==> src/rtl/spi_regfront_pkg.sv <==
package spi_regfront_pkg;
  localparam int unsigned DW = 32;
  // word index = byte offset >> 2
  localparam logic [5:0] W_DIV    = 6'h00;
  localparam logic [5:0] W_MODE   = 6'h01;
  localparam logic [5:0] W_CSID   = 6'h04;
  localparam logic [5:0] W_CSDEF  = 6'h05;
  localparam logic [5:0] W_CSMODE = 6'h06;
  localparam logic [5:0] W_DLY0   = 6'h0A;
  localparam logic [5:0] W_DLY1   = 6'h0B;
  localparam logic [5:0] W_FMT    = 6'h10;
  localparam logic [5:0] W_TXD    = 6'h12;
  localparam logic [5:0] W_RXD    = 6'h13;
  localparam logic [5:0] W_TXM    = 6'h14;
  localparam logic [5:0] W_RXM    = 6'h15;
  localparam logic [5:0] W_IE     = 6'h1C;
  localparam logic [5:0] W_IP     = 6'h1D;

  localparam logic [DW-1:0] STAT_BIT  = 32'h8000_0000;
  localparam logic [DW-1:0] DIV_RST   = 32'h0000_0003;
  localparam logic [DW-1:0] DLY0_RST  = 32'h0000_1001;
  localparam logic [DW-1:0] DLY1_RST  = 32'h0000_0001;
  localparam int unsigned   FMT_NORX  = 3;
endpackage

==> src/rtl/spi_byte_fifo.sv <==
module spi_byte_fifo #(
  parameter int unsigned DEPTH = 8,
  parameter int unsigned BW    = 8,
  localparam int unsigned PW   = (DEPTH > 1) ? $clog2(DEPTH) : 1,
  localparam int unsigned CW   = $clog2(DEPTH + 1)
) (
  input  logic          clk_i,
  input  logic          rst_ni,
  input  logic          push_i,
  input  logic [BW-1:0] din_i,
  input  logic          pop_i,
  output logic [BW-1:0] head_o,
  output logic [CW-1:0] cnt_o,
  output logic          full_o,
  output logic          empty_o
);
  logic [BW-1:0] mem_q [DEPTH];
  logic [PW-1:0] wptr_q, rptr_q;
  logic [CW-1:0] cnt_q;
  logic          do_push, do_pop;

  assign full_o  = (cnt_q == CW'(DEPTH));
  assign empty_o = (cnt_q == '0);
  assign do_push = push_i && !full_o;
  assign do_pop  = pop_i && !empty_o;
  assign head_o  = mem_q[rptr_q];
  assign cnt_o   = cnt_q;

  function automatic logic [PW-1:0] nxt(input logic [PW-1:0] p);
    return (p == PW'(DEPTH - 1)) ? '0 : p + 1'b1;
  endfunction

  always_ff @(posedge clk_i or negedge rst_ni) begin
    if (!rst_ni) begin
      wptr_q <= '0;
      rptr_q <= '0;
      cnt_q  <= '0;
    end else begin
      if (do_push) wptr_q <= nxt(wptr_q);
      if (do_pop)  rptr_q <= nxt(rptr_q);
      cnt_q <= cnt_q + CW'(do_push) - CW'(do_pop);
    end
  end

  always_ff @(posedge clk_i) begin
    if (do_push) mem_q[wptr_q] <= din_i;
  end

  AST_NO_OVERFLOW: assert property (@(posedge clk_i) disable iff (!rst_ni)
    cnt_q <= CW'(DEPTH));
  AST_FULL_DROP: assert property (@(posedge clk_i) disable iff (!rst_ni)
    (push_i && !pop_i && full_o) |=> (cnt_q == CW'(DEPTH)));
endmodule

==> src/rtl/spi_cfg_regs.sv <==
module spi_cfg_regs
  import spi_regfront_pkg::*;
#(
  parameter int unsigned NUM_CS = 1,
  parameter int unsigned DEPTH  = 8
) (
  input  logic          clk_i,
  input  logic          rst_ni,
  input  logic          wr_i,
  input  logic [5:0]    word_i,
  input  logic [DW-1:0] wdata_i,
  output logic [DW-1:0] div_o,
  output logic [DW-1:0] mode_o,
  output logic [DW-1:0] csid_o,
  output logic [DW-1:0] csdef_o,
  output logic [DW-1:0] csmode_o,
  output logic [DW-1:0] dly0_o,
  output logic [DW-1:0] dly1_o,
  output logic [DW-1:0] fmt_o,
  output logic [DW-1:0] txm_o,
  output logic [DW-1:0] rxm_o,
  output logic [DW-1:0] ie_o
);
  localparam logic [DW-1:0] CS_LIM  = DW'(NUM_CS);
  localparam logic [DW-1:0] DEF_LIM = DW'(1) << NUM_CS;
  localparam logic [DW-1:0] DEF_RST = DEF_LIM - 1;
  localparam logic [DW-1:0] WM_LIM  = DW'(DEPTH);

  logic [DW-1:0] div_q, mode_q, csid_q, csdef_q, csmode_q;
  logic [DW-1:0] dly0_q, dly1_q, fmt_q, txm_q, rxm_q, ie_q;

  always_ff @(posedge clk_i or negedge rst_ni) begin
    if (!rst_ni) begin
      div_q    <= DIV_RST;
      mode_q   <= '0;
      csid_q   <= '0;
      csdef_q  <= DEF_RST;
      csmode_q <= '0;
      dly0_q   <= DLY0_RST;
      dly1_q   <= DLY1_RST;
      fmt_q    <= '0;
      txm_q    <= '0;
      rxm_q    <= '0;
      ie_q     <= '0;
    end else if (wr_i) begin
      unique case (word_i)
        W_DIV:    div_q  <= wdata_i;
        W_MODE:   mode_q <= wdata_i;
        W_DLY0:   dly0_q <= wdata_i;
        W_DLY1:   dly1_q <= wdata_i;
        W_FMT:    fmt_q  <= wdata_i;
        W_IE:     ie_q   <= wdata_i;
        W_CSID:   if (wdata_i < CS_LIM)  csid_q   <= wdata_i;
        W_CSDEF:  if (wdata_i < DEF_LIM) csdef_q  <= wdata_i;
        W_CSMODE: if (wdata_i <= 32'd3)  csmode_q <= wdata_i;
        W_TXM:    if (wdata_i < WM_LIM)  txm_q    <= wdata_i;
        W_RXM:    if (wdata_i < WM_LIM)  rxm_q    <= wdata_i;
        default: ;
      endcase
    end
  end

  assign div_o    = div_q;
  assign mode_o   = mode_q;
  assign csid_o   = csid_q;
  assign csdef_o  = csdef_q;
  assign csmode_o = csmode_q;
  assign dly0_o   = dly0_q;
  assign dly1_o   = dly1_q;
  assign fmt_o    = fmt_q;
  assign txm_o    = txm_q;
  assign rxm_o    = rxm_q;
  assign ie_o     = ie_q;

  AST_MARK_RANGE: assert property (@(posedge clk_i) disable iff (!rst_ni)
    (txm_q < WM_LIM) && (rxm_q < WM_LIM));
  AST_CSID_RANGE: assert property (@(posedge clk_i) disable iff (!rst_ni)
    csid_q < CS_LIM);
  AST_CSDEF_RANGE: assert property (@(posedge clk_i) disable iff (!rst_ni)
    csdef_q < DEF_LIM);
  AST_CSMODE_RANGE: assert property (@(posedge clk_i) disable iff (!rst_ni)
    csmode_q <= 32'd3);
  AST_MARK_HOLD: assert property (@(posedge clk_i) disable iff (!rst_ni)
    (wr_i && word_i == W_TXM && wdata_i >= WM_LIM) |=> $stable(txm_q));
endmodule

==> src/rtl/spi_wm_irq.sv <==
module spi_wm_irq #(
  parameter int unsigned DEPTH = 8,
  localparam int unsigned CW   = $clog2(DEPTH + 1)
) (
  input  logic          clk_i,
  input  logic          rst_ni,
  input  logic [CW-1:0] tx_cnt_i,
  input  logic [CW-1:0] rx_cnt_i,
  input  logic [31:0]   txm_i,
  input  logic [31:0]   rxm_i,
  input  logic [1:0]    ie_i,
  output logic [1:0]    ip_o,
  output logic          irq_o
);
  assign ip_o[0] = 32'(tx_cnt_i) < txm_i;
  assign ip_o[1] = 32'(rx_cnt_i) > rxm_i;
  assign irq_o   = |(ip_o & ie_i);

  AST_TX_LOW: assert property (@(posedge clk_i) disable iff (!rst_ni)
    (tx_cnt_i == '0 && txm_i != '0) |-> ip_o[0]);
  AST_RX_FULL: assert property (@(posedge clk_i) disable iff (!rst_ni)
    (rx_cnt_i == CW'(DEPTH) && txm_i < 32'(DEPTH)) |-> ip_o[1] || rxm_i >= 32'(DEPTH));
endmodule

==> src/rtl/spi_regfront.sv <==
module spi_regfront
  import spi_regfront_pkg::*;
#(
  parameter int unsigned NUM_CS = 1,
  parameter int unsigned AW     = 12,
  parameter int unsigned DEPTH  = 8,
  localparam int unsigned CSW   = (NUM_CS > 1) ? $clog2(NUM_CS) : 1,
  localparam int unsigned CW    = $clog2(DEPTH + 1)
) (
  input  logic              clk_i,
  input  logic              rst_ni,
  input  logic              req_i,
  input  logic              we_i,
  input  logic [AW-1:0]     addr_i,
  input  logic [31:0]       wdata_i,
  output logic [31:0]       rdata_o,
  output logic              tx_valid_o,
  output logic [7:0]        tx_byte_o,
  input  logic              tx_ready_i,
  input  logic              rx_done_i,
  input  logic [7:0]        rx_byte_i,
  output logic [31:0]       sck_div_o,
  output logic [31:0]       sck_mode_o,
  output logic [CSW-1:0]    cs_id_o,
  output logic [NUM_CS-1:0] cs_def_o,
  output logic [1:0]        cs_mode_o,
  output logic [31:0]       dly0_o,
  output logic [31:0]       dly1_o,
  output logic [31:0]       fmt_o,
  output logic              irq_o
);
  logic [5:0]  word;
  logic        in_map, wr, rd;
  logic [31:0] csid, csdef, csmode, fmt, txm, rxm, ie;
  logic [7:0]  tx_head, rx_head;
  logic [CW-1:0] tx_cnt, rx_cnt;
  logic        tx_full, tx_empty, rx_full, rx_empty;
  logic        tx_push, tx_pop, rx_push, rx_pop;
  logic        ret_v_q;
  logic [7:0]  ret_b_q;
  logic [1:0]  ip;
  logic [31:0] rmux;

  assign word   = addr_i[7:2];
  assign in_map = (addr_i[AW-1:8] == '0);
  assign wr     = req_i && we_i && in_map;
  assign rd     = req_i && !we_i && in_map;

  spi_cfg_regs #(.NUM_CS(NUM_CS), .DEPTH(DEPTH)) u_cfg (
    .clk_i, .rst_ni, .wr_i(wr), .word_i(word), .wdata_i,
    .div_o(sck_div_o), .mode_o(sck_mode_o), .csid_o(csid), .csdef_o(csdef),
    .csmode_o(csmode), .dly0_o, .dly1_o, .fmt_o(fmt), .txm_o(txm),
    .rxm_o(rxm), .ie_o(ie)
  );

  assign cs_id_o   = csid[CSW-1:0];
  assign cs_def_o  = csdef[NUM_CS-1:0];
  assign cs_mode_o = csmode[1:0];
  assign fmt_o     = fmt;

  // transmit side
  assign tx_push    = wr && (word == W_TXD);
  assign tx_valid_o = !tx_empty;
  assign tx_byte_o  = tx_head;
  assign tx_pop     = tx_valid_o && tx_ready_i;

  spi_byte_fifo #(.DEPTH(DEPTH), .BW(8)) u_txq (
    .clk_i, .rst_ni, .push_i(tx_push), .din_i(wdata_i[7:0]), .pop_i(tx_pop),
    .head_o(tx_head), .cnt_o(tx_cnt), .full_o(tx_full), .empty_o(tx_empty)
  );

  // receive side: one stage between engine strobe and queue
  always_ff @(posedge clk_i or negedge rst_ni) begin
    if (!rst_ni) begin
      ret_v_q <= 1'b0;
      ret_b_q <= '0;
    end else begin
      ret_v_q <= rx_done_i;
      if (rx_done_i) ret_b_q <= rx_byte_i;
    end
  end

  assign rx_push = ret_v_q && !fmt[FMT_NORX];
  assign rx_pop  = rd && (word == W_RXD);

  spi_byte_fifo #(.DEPTH(DEPTH), .BW(8)) u_rxq (
    .clk_i, .rst_ni, .push_i(rx_push), .din_i(ret_b_q), .pop_i(rx_pop),
    .head_o(rx_head), .cnt_o(rx_cnt), .full_o(rx_full), .empty_o(rx_empty)
  );

  spi_wm_irq #(.DEPTH(DEPTH)) u_irq (
    .clk_i, .rst_ni, .tx_cnt_i(tx_cnt), .rx_cnt_i(rx_cnt),
    .txm_i(txm), .rxm_i(rxm), .ie_i(ie[1:0]), .ip_o(ip), .irq_o
  );

  always_comb begin
    unique case (word)
      W_DIV:    rmux = sck_div_o;
      W_MODE:   rmux = sck_mode_o;
      W_CSID:   rmux = csid;
      W_CSDEF:  rmux = csdef;
      W_CSMODE: rmux = csmode;
      W_DLY0:   rmux = dly0_o;
      W_DLY1:   rmux = dly1_o;
      W_FMT:    rmux = fmt;
      W_TXD:    rmux = tx_full ? STAT_BIT : '0;
      W_RXD:    rmux = rx_empty ? STAT_BIT : {24'h0, rx_head};
      W_TXM:    rmux = txm;
      W_RXM:    rmux = rxm;
      W_IE:     rmux = ie;
      W_IP:     rmux = {30'h0, ip};
      default:  rmux = '0;
    endcase
  end

  assign rdata_o = rd ? rmux : '0;

  AST_RX_EMPTY_READ: assert property (@(posedge clk_i) disable iff (!rst_ni)
    (rx_pop && rx_empty) |-> (rdata_o == STAT_BIT));
  AST_RX_DISCARD: assert property (@(posedge clk_i) disable iff (!rst_ni)
    (ret_v_q && fmt[FMT_NORX] && !rx_pop) |=> $stable(rx_cnt));
  AST_TX_HEAD_HOLD: assert property (@(posedge clk_i) disable iff (!rst_ni)
    (tx_valid_o && !tx_ready_i) |=> tx_valid_o);
  AST_UNMAPPED_ZERO: assert property (@(posedge clk_i) disable iff (!rst_ni)
    (req_i && !we_i && !in_map) |-> (rdata_o == '0));
endmodule

==> config.mk <==
export PLATFORM = sky130hd
export DESIGN_NAME = spi_regfront
export DESIGN_NICKNAME = d
export VERILOG_FILES = /design/src/rtl/spi_regfront_pkg.sv /design/src/rtl/spi_byte_fifo.sv /design/src/rtl/spi_cfg_regs.sv /design/src/rtl/spi_wm_irq.sv /design/src/rtl/spi_regfront.sv
export SDC_FILE = /design/constraint.sdc
export NUM_CORES = 1
export LEC_CHECK = 0
export BUFFER_PORTS_ARGS = -buffer_cell sky130_fd_sc_hd__buf_4
export CAP_MARGIN = 5
export CORE_AREA = 10 10 272 274
export DETAILED_ROUTE_END_ITERATION = 16
export DIE_AREA = 0 0 282 284
export HOLD_SLACK_MARGIN = 0.1
export PLACE_DENSITY = 0.54
export SYNTH_ARGS = -nofsm -noshare
export SYNTH_HDL_FRONTEND = slang
export SYNTH_HIERARCHICAL = 1
export SYNTH_SLANG_ARGS = --single-unit
==> constraint.sdc <==
create_clock -name clk_i -period 3.8 [get_ports clk_i]
set_clock_uncertainty 0.05 [all_clocks]
set_input_delay 0.19 -clock clk_i [delete_from_list [all_inputs] [get_ports clk_i]]
set_output_delay 0.19 -clock clk_i [all_outputs]
set_load 0.02 [all_outputs]
==> results.yml <==
synthesis:
  syn_area_sq_um: 22400
  synth-warning-count: 6
  mappedNetlistNets: 1646
  syn_inst: 1559
  syn_avg_cell_area_sq_um: 14.4
drt:
  drt_wl_total_um: 75800
  drc: 0
  wire_per_inst_um: 26.8
  dr.pass1.iters: 5
  viasPerCell: 5.29
  first_iter_violations: 1211
  antenna_left: 0
  vias: 14900
power:
  p_sw_w: 0.00337
  peakVddDrop_mv: 0.293
  pwr-share-comb_pct: 12.5
  clkPwrFrac_pct: 42.5
  power_density_nw_per_um2: 481
  seqPwrFrac_pct: 45.0
  p_sw_share_pct: 25.1
  p_leak_nw: 12.8
  p_int_w: 0.0101
setup_path:
  crit_path_start_kind: "flop"
  arrival_ns: 3.44
  required_ns: 3.56
  cp-end-kind: "output pin"
  criticalPathCategory: "flop to output pin"
  critPathMaxFanout: 3
die:
  dieHeight_um: 284
  die-area_sq_um: 80100
  rows: 96
  ioPinCount: 264
  start_util_pct: 32.8
  core_sq_um: 68300
  die_x_um: 282
clocking:
  clock_latency_ns: 0.61
  cts-root-buf: "clkbuf_16"
  clk_path_buf_depth: 3
  cts_made_buffers: 56
  clkSinkCount: 509
  cts_tree: "built"
  postCtsSetupBuffers: 0
  clk_pin_slew_ns: 0.06
  htreeDepth: 2
timing:
  slew_violations: 0
  worstMarginPinSlew_ns: 1.17
  final.setup.tns_ns: 0
  slew_headroom_pct: 22.1
  min_period_ns: 3.68
  setup_viol: 0
  worst_hold_slack_ns: 0.134
  finalCritPeriodShare_pct: 96.9
  fmax_mhz: 271
  hold_violations: 0
  rsz0062_at_grt: "false"
global_route:
  grt_max_degree: 103
  antenna_found_initial: 0
  gr-total-overflow: 0
  grt_pass1_wl_um: 111000
  track_usage_pct: 18.6
  grt_pass1_vias: 15800
placement:
  hpwl_um: 52800
  portBuffers: 261
  place_congestion: 0.824
final_layout:
  reg.largest.list: "u_rxq/mem_q x64, u_txq/mem_q x64"
  final_layout_size_suffix_gt1_share_pct: 37.0
  area_growth_pct: 24.9
  fin_nets: 1985
  diodes: 0
job:
  max_cap_viol_count: 0
outcome:
  status: "finished clean"
hold_path:
  hp-class: "input pin to async pin"
==> routing by layer <==
metal | track usage (%) | vias to the layer above | part of all wire, %
li1 | - | 6501 | -
met2 | 30.1 | 456 | 48
met4 | 4.56 | 0 | 2.1
met5 | 0 | - | 0
met1 | 24.8 | 7887 | 44
met3 | 4.29 | 97 | 6.5
==> cell usage in the layout (no fill, tap or decap), types with 9 or more instances in the layout <==
| cell type | count |
|---|---|
| mux4_2 | 16 |
| clkbuf_16 | 56 |
| mux2_2 | 223 |
| nor2_1 | 43 |
| edfxtp_1 | 128 |
| a221oi_1 | 33 |
| nand2_1 | 29 |
| dlygate4sd3_1 | 42 |
| o22ai_1 | 10 |
| nor4_1 | 19 |
| a22oi_1 | 23 |
| nor3_1 | 22 |
| inv_1 | 27 |
| o21ai_0 | 11 |
| nor2b_1 | 165 |
| a22o_1 | 14 |
| dfrtp_1 | 375 |
| mux4_1 | 16 |
| mux2_4 | 16 |
| nand2b_1 | 11 |
| a21oi_1 | 45 |
| mux2i_1 | 74 |
| clkbuf_8 | 9 |
| o2bb2ai_1 | 14 |
| clkbuf_1 | 13 |
| a31oi_1 | 26 |
| ha_1 | 27 |
| buf_4 | 320 |
==> critical path: stages, from the launching register on <==
cell and delay, ns:
dfrtp_1 0.40, nor4_1 0.56, nand4_1 0.25, nor2_1 0.26, o21ai_1 0.13, and4_1 0.21, a31oi_1 0.13, nor3_1 0.06
a31oi_1 0.31, a31oi_1 0.26, buf_4 0.23
==> path summary, 6_finish.rpt <==
path | endpoint | startpoint | cells after the start | slack (ns)
worst min-delay path | u_cfg/div_o[23] | rst_ni | 2 | 0.13
worst max register to register | u_rxq/cnt_o[2] | u_rxq/cnt_o[2] | 11 | 0.93
worst min register to register | u_cfg/csid_o[6] | u_cfg/csid_o[6] | 1 | 0.45
min in group clk_i | u_rxq/rptr_q[1] | we_i | 4 | 0.16
worst max-delay path | rdata_o[0] | u_cfg/txm_o[25] | 10 | 0.12
max in group asynchronous | u_cfg/dly0_o[12] | rst_ni | 3 | 2.39
==> power by group through the flow <==
| stage | Sequential, W | Combinational (W) | Clock (W) |
|---|---|---|---|
| detailed placement | 0.00616 | 0.00167 | 0 |
| global placement | 0.00614 | 0.00163 | 0 |
| global route | 0.00609 | 0.00186 | 0.00607 |
| CTS | 0.00606 | 0.00172 | 0.00584 |
| floorplan | 0.00607 | 0.00111 | 0 |
| finish | 0.00605 | 0.00169 | 0.00571 |
==> stage by stage <==
| stage | area [sq um] | cells | total power [W] | utilization (%) | setup slack, ns |
|---|---|---|---|---|---|
| floorplan | 22400 | 1559 | 0.00717 | - | 1.18 |
| global placement | 25600 | 2680 | 0.00777 | 37.4 | 0.531 |
| detailed placement | 25600 | 2680 | 0.00783 | 37.4 | 0.537 |
| CTS | 28000 | 2827 | 0.0136 | 40.9 | 0.210 |
| global route | 28000 | 2827 | 0.0140 | 40.9 | 0.0599 |
| finish | 28000 | 2827 | 0.0134 | 40.9 | 0.116 |
==> timing repair <==
item,4_1_cts,5_1_grt
hold endpoints to repair,370,0
hold buffers,42,0
gates resized for setup,0,0
==> layout make-up <==
cell class	count	area (sq um)
flip-flops and latches	509	13400
well taps	882	1100
clock inverters	27	374
inverters	28	105
repair buffers	369	2960
multi-input cells	934	8450
clock buffers	78	1570
fillers	6331	40400
Power figures use the tool's default switching activity.
